--- config.mk ---
export PLATFORM = sky130hd
export DESIGN_NAME = dual_mod_swallow_ctl
export DESIGN_NICKNAME = d
export VERILOG_FILES = /design/src/rtl/dmsc_pkg.sv /design/src/rtl/dmsc_down_ctr.sv /design/src/rtl/dmsc_seq.sv /design/src/rtl/dual_mod_swallow_ctl.sv
export SDC_FILE = /design/constraint.sdc
export NUM_CORES = 1
export LEC_CHECK = 0
export ABC_CLOCK_PERIOD_IN_PS = 3000
export BUFFER_PORTS_ARGS = -buffer_cell sky130_fd_sc_hd__buf_4
export CAP_MARGIN = 20
export CORE_ASPECT_RATIO = 0.9
export CORE_UTILIZATION = 57
export CTS_BUF_LIST = sky130_fd_sc_hd__clkbuf_4
export DETAILED_ROUTE_END_ITERATION = 8
export GPL_ROUTABILITY_DRIVEN = 0
export HOLD_SLACK_MARGIN = 0.12
export PLACE_DENSITY = 0.81
export SLEW_MARGIN = 20
export SYNTH_ARGS = -nofsm -noshare
export SYNTH_HDL_FRONTEND = slang
export SYNTH_SLANG_ARGS = --single-unit
--- constraint.sdc ---
create_clock -name clk -period 3 [get_ports clk]
set_clock_uncertainty 0.2 [all_clocks]
set_input_delay 0.3 -clock clk [delete_from_list [all_inputs] [get_ports clk]]
set_output_delay 0.3 -clock clk [all_outputs]
set_load 0.1 [all_outputs]
--- src/rtl/dmsc_pkg.sv ---
package dmsc_pkg;

   // Sequencer phase: post-reset load, swallow portion, tail portion
   typedef enum logic [1:0] {
      PH_LOAD    = 2'd0,
      PH_SWALLOW = 2'd1,
      PH_TAIL    = 2'd2
   } phase_t;

   // Phase entered at a preset, chosen from the newly captured swallow count
   function automatic phase_t preset_phase(input logic a_is_zero);
      return a_is_zero ? PH_TAIL : PH_SWALLOW;
   endfunction

endpackage

--- src/rtl/dmsc_down_ctr.sv ---
module dmsc_down_ctr #(
   parameter int W = 8
) (
   input  logic         clk,
   input  logic         rst_n,
   input  logic         load,
   input  logic [W-1:0] load_val,
   input  logic         dec,
   output logic         at_one
);
   localparam logic [W-1:0] ONE = W'(1);

   logic [W-1:0] cnt_q;

   generate
      if (W < 1) begin : g_bad_width
         $error("dmsc_down_ctr: W must be at least 1");
      end
   endgenerate

   always_ff @(posedge clk or negedge rst_n) begin
      if (!rst_n) begin
         cnt_q <= '0;
      end else if (load) begin
         cnt_q <= load_val;
      end else if (dec) begin
         cnt_q <= cnt_q - ONE;
      end
   end

   assign at_one = (cnt_q == ONE);

endmodule

--- src/rtl/dmsc_seq.sv ---
module dmsc_seq
   import dmsc_pkg::*;
(
   input  logic   clk,
   input  logic   rst_n,
   input  logic   pre_pulse,
   input  logic   main_at_one,
   input  logic   swal_at_one,
   input  logic   a_is_zero,
   output logic   ctr_load,
   output logic   main_dec,
   output logic   swal_dec,
   output phase_t phase,
   output logic   fb_pulse
);
   phase_t phase_q, phase_d;
   logic   running;
   logic   terminal;
   logic   fb_q;

   assign running  = (phase_q != PH_LOAD);
   assign terminal = running && pre_pulse && main_at_one;
   assign ctr_load = (phase_q == PH_LOAD) || terminal;
   assign main_dec = running && pre_pulse && !main_at_one;
   assign swal_dec = main_dec && (phase_q == PH_SWALLOW);

   always_comb begin
      phase_d = phase_q;
      if (ctr_load) begin
         phase_d = preset_phase(a_is_zero);
      end else if (swal_dec && swal_at_one) begin
         phase_d = PH_TAIL;
      end
   end

   always_ff @(posedge clk or negedge rst_n) begin
      if (!rst_n) begin
         phase_q <= PH_LOAD;
         fb_q    <= 1'b0;
      end else begin
         phase_q <= phase_d;
         fb_q    <= terminal;
      end
   end

   assign phase    = phase_q;
   assign fb_pulse = fb_q;

endmodule

--- src/rtl/dual_mod_swallow_ctl.sv ---
module dual_mod_swallow_ctl
   import dmsc_pkg::*;
#(
   parameter int N_W = 10,
   parameter int A_W = 7
) (
   input  logic           clk,
   input  logic           rst_n,
   input  logic           pre_pulse,
   input  logic [N_W-1:0] n_prog,
   input  logic [A_W-1:0] a_prog,
   output logic           mod_ctl,
   output logic           fb_pulse
);
   localparam int N_MAX = (1 << N_W) - 1;
   localparam int A_MAX = (1 << A_W) - 1;

   generate
      if (A_W > N_W) begin : g_bad_swallow_width
         $error("dual_mod_swallow_ctl: A_W must not exceed N_W");
      end
      if (N_MAX < 3) begin : g_bad_main_width
         $error("dual_mod_swallow_ctl: N_W too small for a count of 3");
      end
      if (A_MAX < 0) begin : g_bad_a_max
         $error("dual_mod_swallow_ctl: A_W invalid");
      end
   endgenerate

   logic   ctr_load;
   logic   main_dec;
   logic   swal_dec;
   logic   main_at_one;
   logic   swal_at_one;
   logic   a_is_zero;
   phase_t phase;
   logic   seq_loading;

   assign a_is_zero = (a_prog == '0);

   dmsc_down_ctr #(.W(N_W)) u_main_ctr (
      .clk      (clk),
      .rst_n    (rst_n),
      .load     (ctr_load),
      .load_val (n_prog),
      .dec      (main_dec),
      .at_one   (main_at_one)
   );

   dmsc_down_ctr #(.W(A_W)) u_swal_ctr (
      .clk      (clk),
      .rst_n    (rst_n),
      .load     (ctr_load),
      .load_val (a_prog),
      .dec      (swal_dec),
      .at_one   (swal_at_one)
   );

   dmsc_seq u_seq (
      .clk         (clk),
      .rst_n       (rst_n),
      .pre_pulse   (pre_pulse),
      .main_at_one (main_at_one),
      .swal_at_one (swal_at_one),
      .a_is_zero   (a_is_zero),
      .ctr_load    (ctr_load),
      .main_dec    (main_dec),
      .swal_dec    (swal_dec),
      .phase       (phase),
      .fb_pulse    (fb_pulse)
   );

   assign mod_ctl     = (phase == PH_TAIL);
   assign seq_loading = (phase == PH_LOAD);

endmodule

==> run metrics, run 1 <==
r2r endpoint=u_seq.phase[1]$_DFFE_PN0P_; Die W=51.0 um; fin util=0.800; syn_nets=167; CP Max Fanout=22; Pint=736 uW; GR Overflow Total=0; share of layout cells above drive strength 1=0.159; maximum clock rate=419 MHz; relative slew slack=0.456; Syn Area/Cell=8.63 um^2; # Max-Cap Violations=0; die height=46.1 um; Mapped Cells=143; Nets=201; Die Area=2350 um^2; gr usage total=0.305; Setup Fix Bufs, Post-CTS=0; Async SR Flop Fraction=1.00; CTS Buffer Depth=2; Hold EP=u_main_ctr.cnt_q[9]$_DFFE_PN0P_; Core ar.=1970 um^2; initial DRC count=30; worst-skew pair later-pin latency=0.30 ns; Yosys warnings=0; Netlist Area Pre-Place=1230 um^2; Detail Placement HPWL=2030 um; number of diodes=0; Slew Viols, Final=0; num rows=15; Reg-to-Reg Start=u_main_ctr.cnt_q[3]$_DFFE_PN0P_; post-cts resize count=0; final WL=3170 um; global-route wire length before repair=5130 um; Routed Antenna Nets=0; Sw Ratio=0.469; critical path arrival=2.39 ns; status=finished, final reports clean; endpoint class of the critical path=register; PortBufs=21; Seq/Total Area, Yosys=0.406; hold buffers post-CTS=16; startpoint of the worst hold path=n_prog[9]; Tcrit/Tclk final=0.795; Fin Setup TNS=0 ns; r2r setup slk=0.62 ns; FF-to-FF path depth=5; Leakage=0.000667 uW; crit path time final=2.38 ns; final setup fails=0; Hold Crit Depth=3; Root Driver=clkbuf_4; Placed Instances=181; clock power share=0.094; combinational power share=0.502; clk sinks=20; Worst VDD drop=0.000648 V; Hold Path Class=input port to register; commonest non-fill, non-tap cells in the layout=buf_4 (21), dfrtp_1 (20), dlygate4sd3_1 (16); antenna violations before repair=0; CTS tree=done; pin slew with the least headroom to its limit=0.813 ns; total I/O pin count=22; commonest non-fill, non-tap cell in the layout=buf_4; synth unique cells=43; DR WL/cell=15.8 um; via count=1243; Clk pin slew, worst setup/hold paths=0.11 ns; Final Hold Fails=0; PD cells=879 nW/um^2; H-tree depth=1; CP required=3.00 ns; Critical Path Source Type=register; class of the most critical setup path=register to register; RSZ-0062 raised after global routing=no; Net Sw Power=649 uW; sequential power share=0.404; FF+latch count, synth=20; largest net degree at the start of global routing=23; Area growth syn-to-layout=27.8%; fillcell total=139; TritonCTS Buffers=3; Starting Density=0.626; drt drc=0; Pre-antenna DRT Iters=4; Via density=6.18; fin cells=201; prevailing post-synth register cell=dfrtp_1; EDFF count, synth=0; vias in the first global route=1144
==> power by group through the flow <==
stage	registers (uW)	logic, uW	clock network [uW]
after global placement	545	639	0
after floorplan	497	549	0
final	560	696	130
after CTS	549	681	133
after detailed placement	555	658	0
after global routing	575	768	145
==> metrics by stage <==
step	setup WS (ns)	hold slack [ns]	area (um^2)	total power (uW)
CTS	0.694	0.127	1580	1360
detailed placement	0.718	-0.00776	1390	1210
global route	0.478	0.150	1580	1490
global placement	0.759	-0.0109	1390	1180
finish	0.615	0.126	1580	1390
floorplan	0.759	-0.196	1230	1050
==> per-layer routing <==
layer	part of all wire	up-vias	GRT usage	wire length [um]
met5	0	-	0	0
met4	0.038	0	0.139	120
met3	0.067	16	0.0858	212
met2	0.45	49	0.487	1440
met1	0.44	585	0.390	1400
li1	-	593	-	-
==> worst max path at each step <==
| stage | start | to | slack, ns | cells after the start |
|---|---|---|---|---|
| after CTS | u_main_ctr.cnt_q[3]$_DFFE_PN0P_ | u_main_ctr.cnt_q[7]$_DFFE_PN0P_ | 0.69 | 5 |
| after detailed placement | u_main_ctr.cnt_q[3]$_DFFE_PN0P_ | u_main_ctr.cnt_q[7]$_DFFE_PN0P_ | 0.72 | 5 |
| after global placement | u_main_ctr.cnt_q[1]$_DFFE_PN0P_ | u_main_ctr.cnt_q[6]$_DFFE_PN0P_ | 0.76 | 7 |
| after floorplan | u_seq.phase[1]$_DFFE_PN0P_ | mod_ctl | 0.76 | 1 |
| final | u_main_ctr.cnt_q[3]$_DFFE_PN0P_ | u_seq.phase[1]$_DFFE_PN0P_ | 0.62 | 5 |
| after global routing | u_main_ctr.cnt_q[3]$_DFFE_PN0P_ | u_seq.phase[1]$_DFFE_PN0P_ | 0.48 | 5 |
==> synth_stat cells, types with 2 or more instances <==
library cell  instances  share of area
dfrtp_1              20           0.41
nand2_1              15          0.046
o21ai_0              12          0.049
nor2_1               11          0.033
nand3_1               8          0.032
inv_1                 7          0.021
clkbuf_1              6          0.018
nor4_1                5          0.025
a21oi_1               4          0.016
ha_1                  4          0.041
o21a_1                4          0.024
xor2_1                4          0.028
a211o_1               2          0.014
a22oi_1               2          0.012
a2bb2oi_1             2          0.014
a31oi_1               2          0.010
and2_1                2          0.010
buf_2                 2         0.0081
nand4_1               2          0.010
nor3_1                2         0.0081
o311ai_0              2          0.014
o31ai_1               2          0.012
or3_1                 2          0.010
or4_1                 2          0.012
==> final cells by class <==
type | instances | area, um^2 | share of cell area
inverters | 7 | 26.3 | 0.0167
flip-flops and latches | 20 | 500 | 0.317
multi-input cells | 108 | 674 | 0.428
well taps | 25 | 31.3 | 0.0198
clock inverters | 1 | 3.75 | 0.00238
repair buffers | 37 | 318 | 0.202
clock buffers | 3 | 22.5 | 0.0143
==> registers in the layout (all words and copies together) (netlist names) <==
name              cells
u_main_ctr.cnt_q     10
u_seq.phase           2
u_seq.fb_pulse        1
u_swal_ctr.cnt_q      7
==> worst max-delay path, stage by stage, from the launching register on <==
cell and delay, ns:
dfrtp_1 0.45, nor4_1 0.49, nand4_1 0.21, nand2_1 0.54, o41ai_1 0.24, o21a_1 0.16
==> logic make-up (layout without fill, tap and decap cells) <==
kind of cell | count (synthesis) | after routing | synth area share
buffers and inverters | 15 | 48 | 0.0477
adder cells (fa/ha/maj) | 4 | 4 | 0.0406
AO/OA/AOI/OAI | 37 | 37 | 0.197
flip-flops | 20 | 20 | 0.406
AND/OR/NAND/NOR | 62 | 62 | 0.274
XOR/XNOR | 5 | 5 | 0.0355
Power figures use the tool's default switching activity.
==> run 2: changes to the inputs <==
--- a/config.mk
+++ b/config.mk
@@ -5,11 +5,12 @@
 export SDC_FILE = /design/constraint.sdc
 export NUM_CORES = 1
 export LEC_CHECK = 0
-export ABC_CLOCK_PERIOD_IN_PS = 3000
+export ABC_AREA = 1
+export ABC_CLOCK_PERIOD_IN_PS = 2200
 export BUFFER_PORTS_ARGS = -buffer_cell sky130_fd_sc_hd__buf_4
 export CAP_MARGIN = 20
 export CORE_ASPECT_RATIO = 0.9
-export CORE_UTILIZATION = 57
+export CORE_UTILIZATION = 58
 export CTS_BUF_LIST = sky130_fd_sc_hd__clkbuf_4
 export DETAILED_ROUTE_END_ITERATION = 8
 export GPL_ROUTABILITY_DRIVEN = 0
==> constraint.sdc (replaced) <==
create_clock -name clk -period 2.2 [get_ports clk]
set_clock_uncertainty 0.2 [all_clocks]
set_input_delay 0.22 -clock clk [delete_from_list [all_inputs] [get_ports clk]]
set_output_delay 0.22 -clock clk [all_outputs]
set_load 0.1 [all_outputs]
==> run 2 against run 1 <==
Net effect: area after synthesis up 14%; combinational power up 93%; setup slack worse by 0.32 ns; maximum frequency up 25%; die area up 12%; first-iteration DRC count up 37%; sequential power up 30%; critical endpoint is now u_swal_ctr.cnt_q[6]$_DFFE_PN0P_; highest routed layer unchanged.
==> run metrics, run 2 <==
FF+latch count, synth=20; initial DRC count=41; largest net degree at the start of global routing=21; class of the most critical setup path=register to register; final WL=3420 um; EDFF count, synth=0; TritonCTS Buffers=3; synth unique cells=23; Worst VDD drop=0.000942 V; prevailing post-synth register cell=dfrtp_1; GR Overflow Total=0; CP Max Fanout=20; Slew Viols, Final=0; top-area cell type share of the netlist area=0.355; Tcrit/Tclk final=0.867; Core ar.=2240 um^2; Final Hold Fails=0; # Max-Cap Violations=0; Area growth syn-to-layout=28.4%; Hold Path Class=register to register; relative slew slack=0.660; DR WL/cell=12.3 um; top cells by count, synth=nand2_1 (75), nand3_1 (31), inv_1 (29); via count=1427; synth top area cells=dfrtp_1 (36%), nand2_1 (20%), nand3_1 (11%), inv_1 (7.7%), ha_1 (3.6%); Via density=5.15; Yosys warnings=0; Routed Antenna Nets=0; PD cells=1250 nW/um^2; antenna violations before repair=0; H-tree depth=1; vias in the first global route=1448; Netlist Area Pre-Place=1410 um^2; critical path arrival=1.91 ns; CTS tree=done; Starting Density=0.628; drt drc=0; commonest non-fill, non-tap cell in the layout=nand2_1; dpl cell area=1570 um^2; count leader, synth=nand2_1; Nets=275; Die Area=2630 um^2; Mapped Cells=206; share of layout cells above drive strength 1=0.144; endpoint class of the critical path=register; die height=48.8 um; Finished Cell Area=1810 um^2; Largest register FFs=10; number of diodes=0; total I/O pin count=22; Syn Area/Cell=6.84 um^2; gr usage total=0.307; Seq/Total Area, Yosys=0.355; Root Driver=clkbuf_4; most flop-heavy register=u_main_ctr.cnt_q; CP required=2.20 ns; largest area contributor in the netlist=dfrtp_1; Leakage=0.000960 uW; Fin Setup TNS=0 ns; clk sinks=20; PortBufs=21; crit path time final=1.91 ns; Detail Placement HPWL=2340 um; final setup fails=0; pin slew with the least headroom to its limit=0.508 ns; Async SR Flop Fraction=1.00; status=finished, final reports clean; RSZ-0062 raised after global routing=no; num rows=16; Clk pin slew, worst setup/hold paths=0.12 ns; Pre-antenna DRT Iters=4; global-route wire length before repair=6100 um; commonest non-fill, non-tap cells in the layout=nand2_1 (75), nand3_1 (31), inv_1 (29); Critical Path Source Type=register; post-cts resize count=0; Die W=54.0 um; CTS Buffer Depth=2; syn_nets=230; maximum clock rate=524 MHz; worst-skew pair later-pin latency=0.31 ns
## run 2: worst paths after layout
check	start	cells past startpoint	slack (ns)	end
hold reg to reg	u_swal_ctr.cnt_q[5]$_DFFE_PN0P_	2	0.31	u_swal_ctr.cnt_q[5]$_DFFE_PN0P_
setup reg to reg	u_main_ctr.cnt_q[1]$_DFFE_PN0P_	9	0.29	u_swal_ctr.cnt_q[6]$_DFFE_PN0P_
max in group asynchronous	rst_n	3	0.71	u_swal_ctr.cnt_q[5]$_DFFE_PN0P_
setup / recovery	u_main_ctr.cnt_q[1]$_DFFE_PN0P_	9	0.29	u_swal_ctr.cnt_q[6]$_DFFE_PN0P_
min in group asynchronous	rst_n	3	0.71	u_swal_ctr.cnt_q[6]$_DFFE_PN0P_
hold / removal	u_swal_ctr.cnt_q[5]$_DFFE_PN0P_	2	0.31	u_swal_ctr.cnt_q[5]$_DFFE_PN0P_
## run 2: kinds of logic (layout without fill, tap and decap cells)
| logic type | count (synthesis) | in the layout | share of synthesized area |
|---|---|---|---|
| and+or+nand+nor | 133 | 133 | 0.426 |
| buffers and inverters | 35 | 79 | 0.112 |
| DFF | 20 | 20 | 0.355 |
| AOI/OAI and AO/OA | 7 | 7 | 0.0275 |
| xor gates and xnor gates | 7 | 7 | 0.0435 |
| adders and majority gates | 4 | 4 | 0.0355 |
## run 2: per-layer routing
| metal | up-vias | GRT usage | wire, um | part of all wire |
|---|---|---|---|---|
| met4 | 0 | 0.0570 | 42 | 0.012 |
| met3 | 6 | 0.0818 | 174 | 0.051 |
| met5 | - | 0 | 0 | 0 |
| met2 | 42 | 0.486 | 1570 | 0.46 |
| met1 | 653 | 0.416 | 1640 | 0.48 |
| li1 | 726 | - | - | - |
## run 2: through the flow
step | power, uW | hold WS (ns) | setup WS, ns | util | cells
final | 2250 | 0.307 | 0.292 | 0.807 | 277
after floorplan | 1780 | -0.276 | 0.123 | - | 206
after detailed placement | 2020 | -0.0834 | 0.364 | 0.701 | 252
after CTS | 2230 | 0.312 | 0.325 | 0.807 | 277
after global routing | 2480 | 0.336 | 0.151 | 0.807 | 277
after global placement | 1970 | -0.0834 | 0.425 | 0.701 | 252
## run 2: power breakdown
group | internal, uW | total (uW) | switching (uW)
clock | 66.3 | 184 | 118
combinational | 485 | 1340 | 854
sequential | 551 | 729 | 178
## run 2: critical path, cell delays in order (launching register included)
cell     delay [ns]
dfrtp_1        0.38
inv_1          0.12
ha_1           0.17
nand3_1        0.12
nor2_4         0.14
nand3_4        0.15
nand2_4        0.26
nor2_4         0.09
nand2_1        0.09
nand3_1        0.08
## run 2: repair_timing
action                    in CTS  in global routing
hold buffers                  21                  0
hold endpoints to repair      39                  0
buffers inserted               0                  0
## run 2: cell type report
| type | instances | area, um^2 |
|---|---|---|
| clock inverter | 1 | 3.75 |
| fill | 168 | 433 |
| sequential | 20 | 500 |
| tap | 27 | 33.8 |
| clock buffer | 3 | 22.5 |
| inverter | 32 | 123 |
| multi-input combinational | 151 | 751 |
| timing repair buffer | 43 | 375 |
==> run 3: changes to the inputs <==
--- a/config.mk
+++ b/config.mk
@@ -9,7 +9,7 @@
 export ABC_CLOCK_PERIOD_IN_PS = 2200
 export BUFFER_PORTS_ARGS = -buffer_cell sky130_fd_sc_hd__buf_4
 export CAP_MARGIN = 20
-export CORE_ASPECT_RATIO = 0.9
+export CORE_ASPECT_RATIO = 1.1
 export CORE_UTILIZATION = 58
 export CTS_BUF_LIST = sky130_fd_sc_hd__clkbuf_4
 export DETAILED_ROUTE_END_ITERATION = 8
==> run 3 against run 2 <==
Net effect: critical endpoint is now u_swal_ctr.cnt_q[2]$_DFFE_PN0P_; setup slack improved by 0.031 ns; combinational power about the same; maximum frequency increased by 1.6%; global-route usage decreased by 1.8 points; wire length increased by 0.88%; sequential power increased by 1%.
==> run metrics, run 3 (synthesis results as in run 2) <==
most flop-heavy register=u_main_ctr.cnt_q; maximum clock rate=533 MHz; Starting Density=0.619; endpoint class of the critical path=register; r2r endpoint=u_swal_ctr.cnt_q[2]$_DFFE_PN0P_; initial DRC count=44; r2r setup slk=0.32 ns; # Max-Cap Violations=0; share of layout cells above drive strength 1=0.146; Routed Antenna Nets=0; drt drc=0; Hold Path Class=input port to asynchronous set/reset pin; Via density=5.20; critical path arrival=1.87 ns; Die W=49.0 um; CTS tree=done; status=finished, final reports clean; fillcell total=168; CP required=2.20 ns; Core ar.=2270 um^2; gr usage total=0.289; top sig layer=met4; final setup fails=0; Final Hold Fails=0; Finished Cell Area=1780 um^2; CP Max Fanout=20; GR Overflow Total=0; Critical Path Source Type=register; relative slew slack=0.678; via count=1435; PD cells=1270 nW/um^2; pin slew with the least headroom to its limit=0.483 ns; Nets=272; Leakage=0.000946 uW; post-cts resize count=0; worst-skew pair later-pin latency=0.30 ns; Met3 Wirelength=84 um; CTS Buffer Depth=2; Clk pin slew, worst setup/hold paths=0.11 ns; commonest non-fill, non-tap cell in the layout=nand2_1; crit path time final=1.88 ns; class of the most critical setup path=register to register; global-route wire length before repair=5690 um; Largest register FFs=10; FF-to-FF path depth=9; Reg-to-Reg Start=u_main_ctr.cnt_q[1]$_DFFE_PN0P_; num rows=18; Tcrit/Tclk final=0.854; Detail Placement HPWL=2470 um; WL met1=1430 um; Pre-antenna DRT Iters=4; total I/O pin count=22; Area growth syn-to-layout=26.3%; antenna violations before repair=0; met2 WL post-DR=1850 um; Root Driver=clkbuf_4; TritonCTS Buffers=3; dpl cell area=1580 um^2; die height=53.7 um; number of diodes=0; Worst VDD drop=0.000927 V; Slew Viols, Final=0; PortBufs=21; DR WL/cell=12.5 um; commonest non-fill, non-tap cells in the layout=nand2_1 (75), nand3_1 (31), inv_1 (29); RSZ-0062 raised after global routing=no; vias in the first global route=1300; Die Area=2630 um^2; H-tree depth=1; Fin Setup TNS=0 ns; largest net degree at the start of global routing=21; clk sinks=20; final WL=3450 um
==> run 3: cell count changes in the layout (fill, tap and decap cells not counted) <==
cell           before  now
dlygate4sd3_1      21   18
clkinv_1            1    0
==> run 3: what timing repair did <==
item,CTS,global route
setup buffers,0,0
hold endpoints to repair,39,0
setup endpoints to repair,0,0
hold buffers,18,0
==> run 3: how the worst max path moves through the flow <==
| stage | slack [ns] | startpoint | endpoint |
|---|---|---|---|
| 3_5_place_dp | 0.34 | u_main_ctr.cnt_q[1]$_DFFE_PN0P_ | u_main_ctr.cnt_q[1]$_DFFE_PN0P_ |
| 6_report | 0.32 | u_main_ctr.cnt_q[1]$_DFFE_PN0P_ | u_swal_ctr.cnt_q[2]$_DFFE_PN0P_ |
| 2_1_floorplan | 0.12 | u_seq.phase[0]$_DFFE_PN0P_ | mod_ctl |
| 5_1_grt | 0.18 | u_main_ctr.cnt_q[1]$_DFFE_PN0P_ | u_swal_ctr.cnt_q[3]$_DFFE_PN0P_ |
| 3_3_place_gp | 0.42 | u_main_ctr.cnt_q[1]$_DFFE_PN0P_ | u_main_ctr.cnt_q[1]$_DFFE_PN0P_ |
| 4_1_cts | 0.32 | u_main_ctr.cnt_q[1]$_DFFE_PN0P_ | u_main_ctr.cnt_q[1]$_DFFE_PN0P_ |
==> run 3: stage by stage <==
step | instances | hold WS (ns) | utilization | power, uW | worst slack, ns
4_1_cts | 276 | 0.122 | 0.782 | 2250 | 0.319
3_5_place_dp | 255 | -0.0828 | 0.693 | 2040 | 0.343
2_1_floorplan | 206 | -0.276 | - | 1780 | 0.123
6_report | 276 | 0.125 | 0.782 | 2260 | 0.322
5_1_grt | 276 | 0.153 | 0.782 | 2470 | 0.183
3_3_place_gp | 255 | -0.0864 | 0.693 | 1960 | 0.422
==> run 3: metal layers <==
layer  global-route usage  vias to the layer above
met5                    0                        -
met4                0.113                        0
met3               0.0254                       13
met2                0.579                       33
met1                0.322                      667
li1                     -                      722
==> run 3: power breakdown <==
part / internal [uW] / switching, uW
Clock: 63.9 / 116
Combinational: 482 / 865
Sequential: 551 / 185
Total: 1100 / 1170
==> run 3: worst max-delay path: stages (launching register included) <==
cell and delay, ns:
dfrtp_1 0.39, inv_1 0.12, ha_1 0.16, nand3_1 0.11, nor2_4 0.14, nand3_4 0.14
nand2_4 0.25, nor2_4 0.09, nand2_1 0.10, nand3_1 0.07
==> run 3: final cells by class <==
type / instances / area (um^2) / share of cell area
Tap cell: 30 / 37.5 / 0.0211
Sequential cell: 20 / 500 / 0.281
Multi-Input combinational cell: 151 / 751 / 0.422
Inverter: 32 / 123 / 0.0689
Clock buffer: 3 / 22.5 / 0.0127
Timing Repair Buffer: 40 / 345 / 0.194
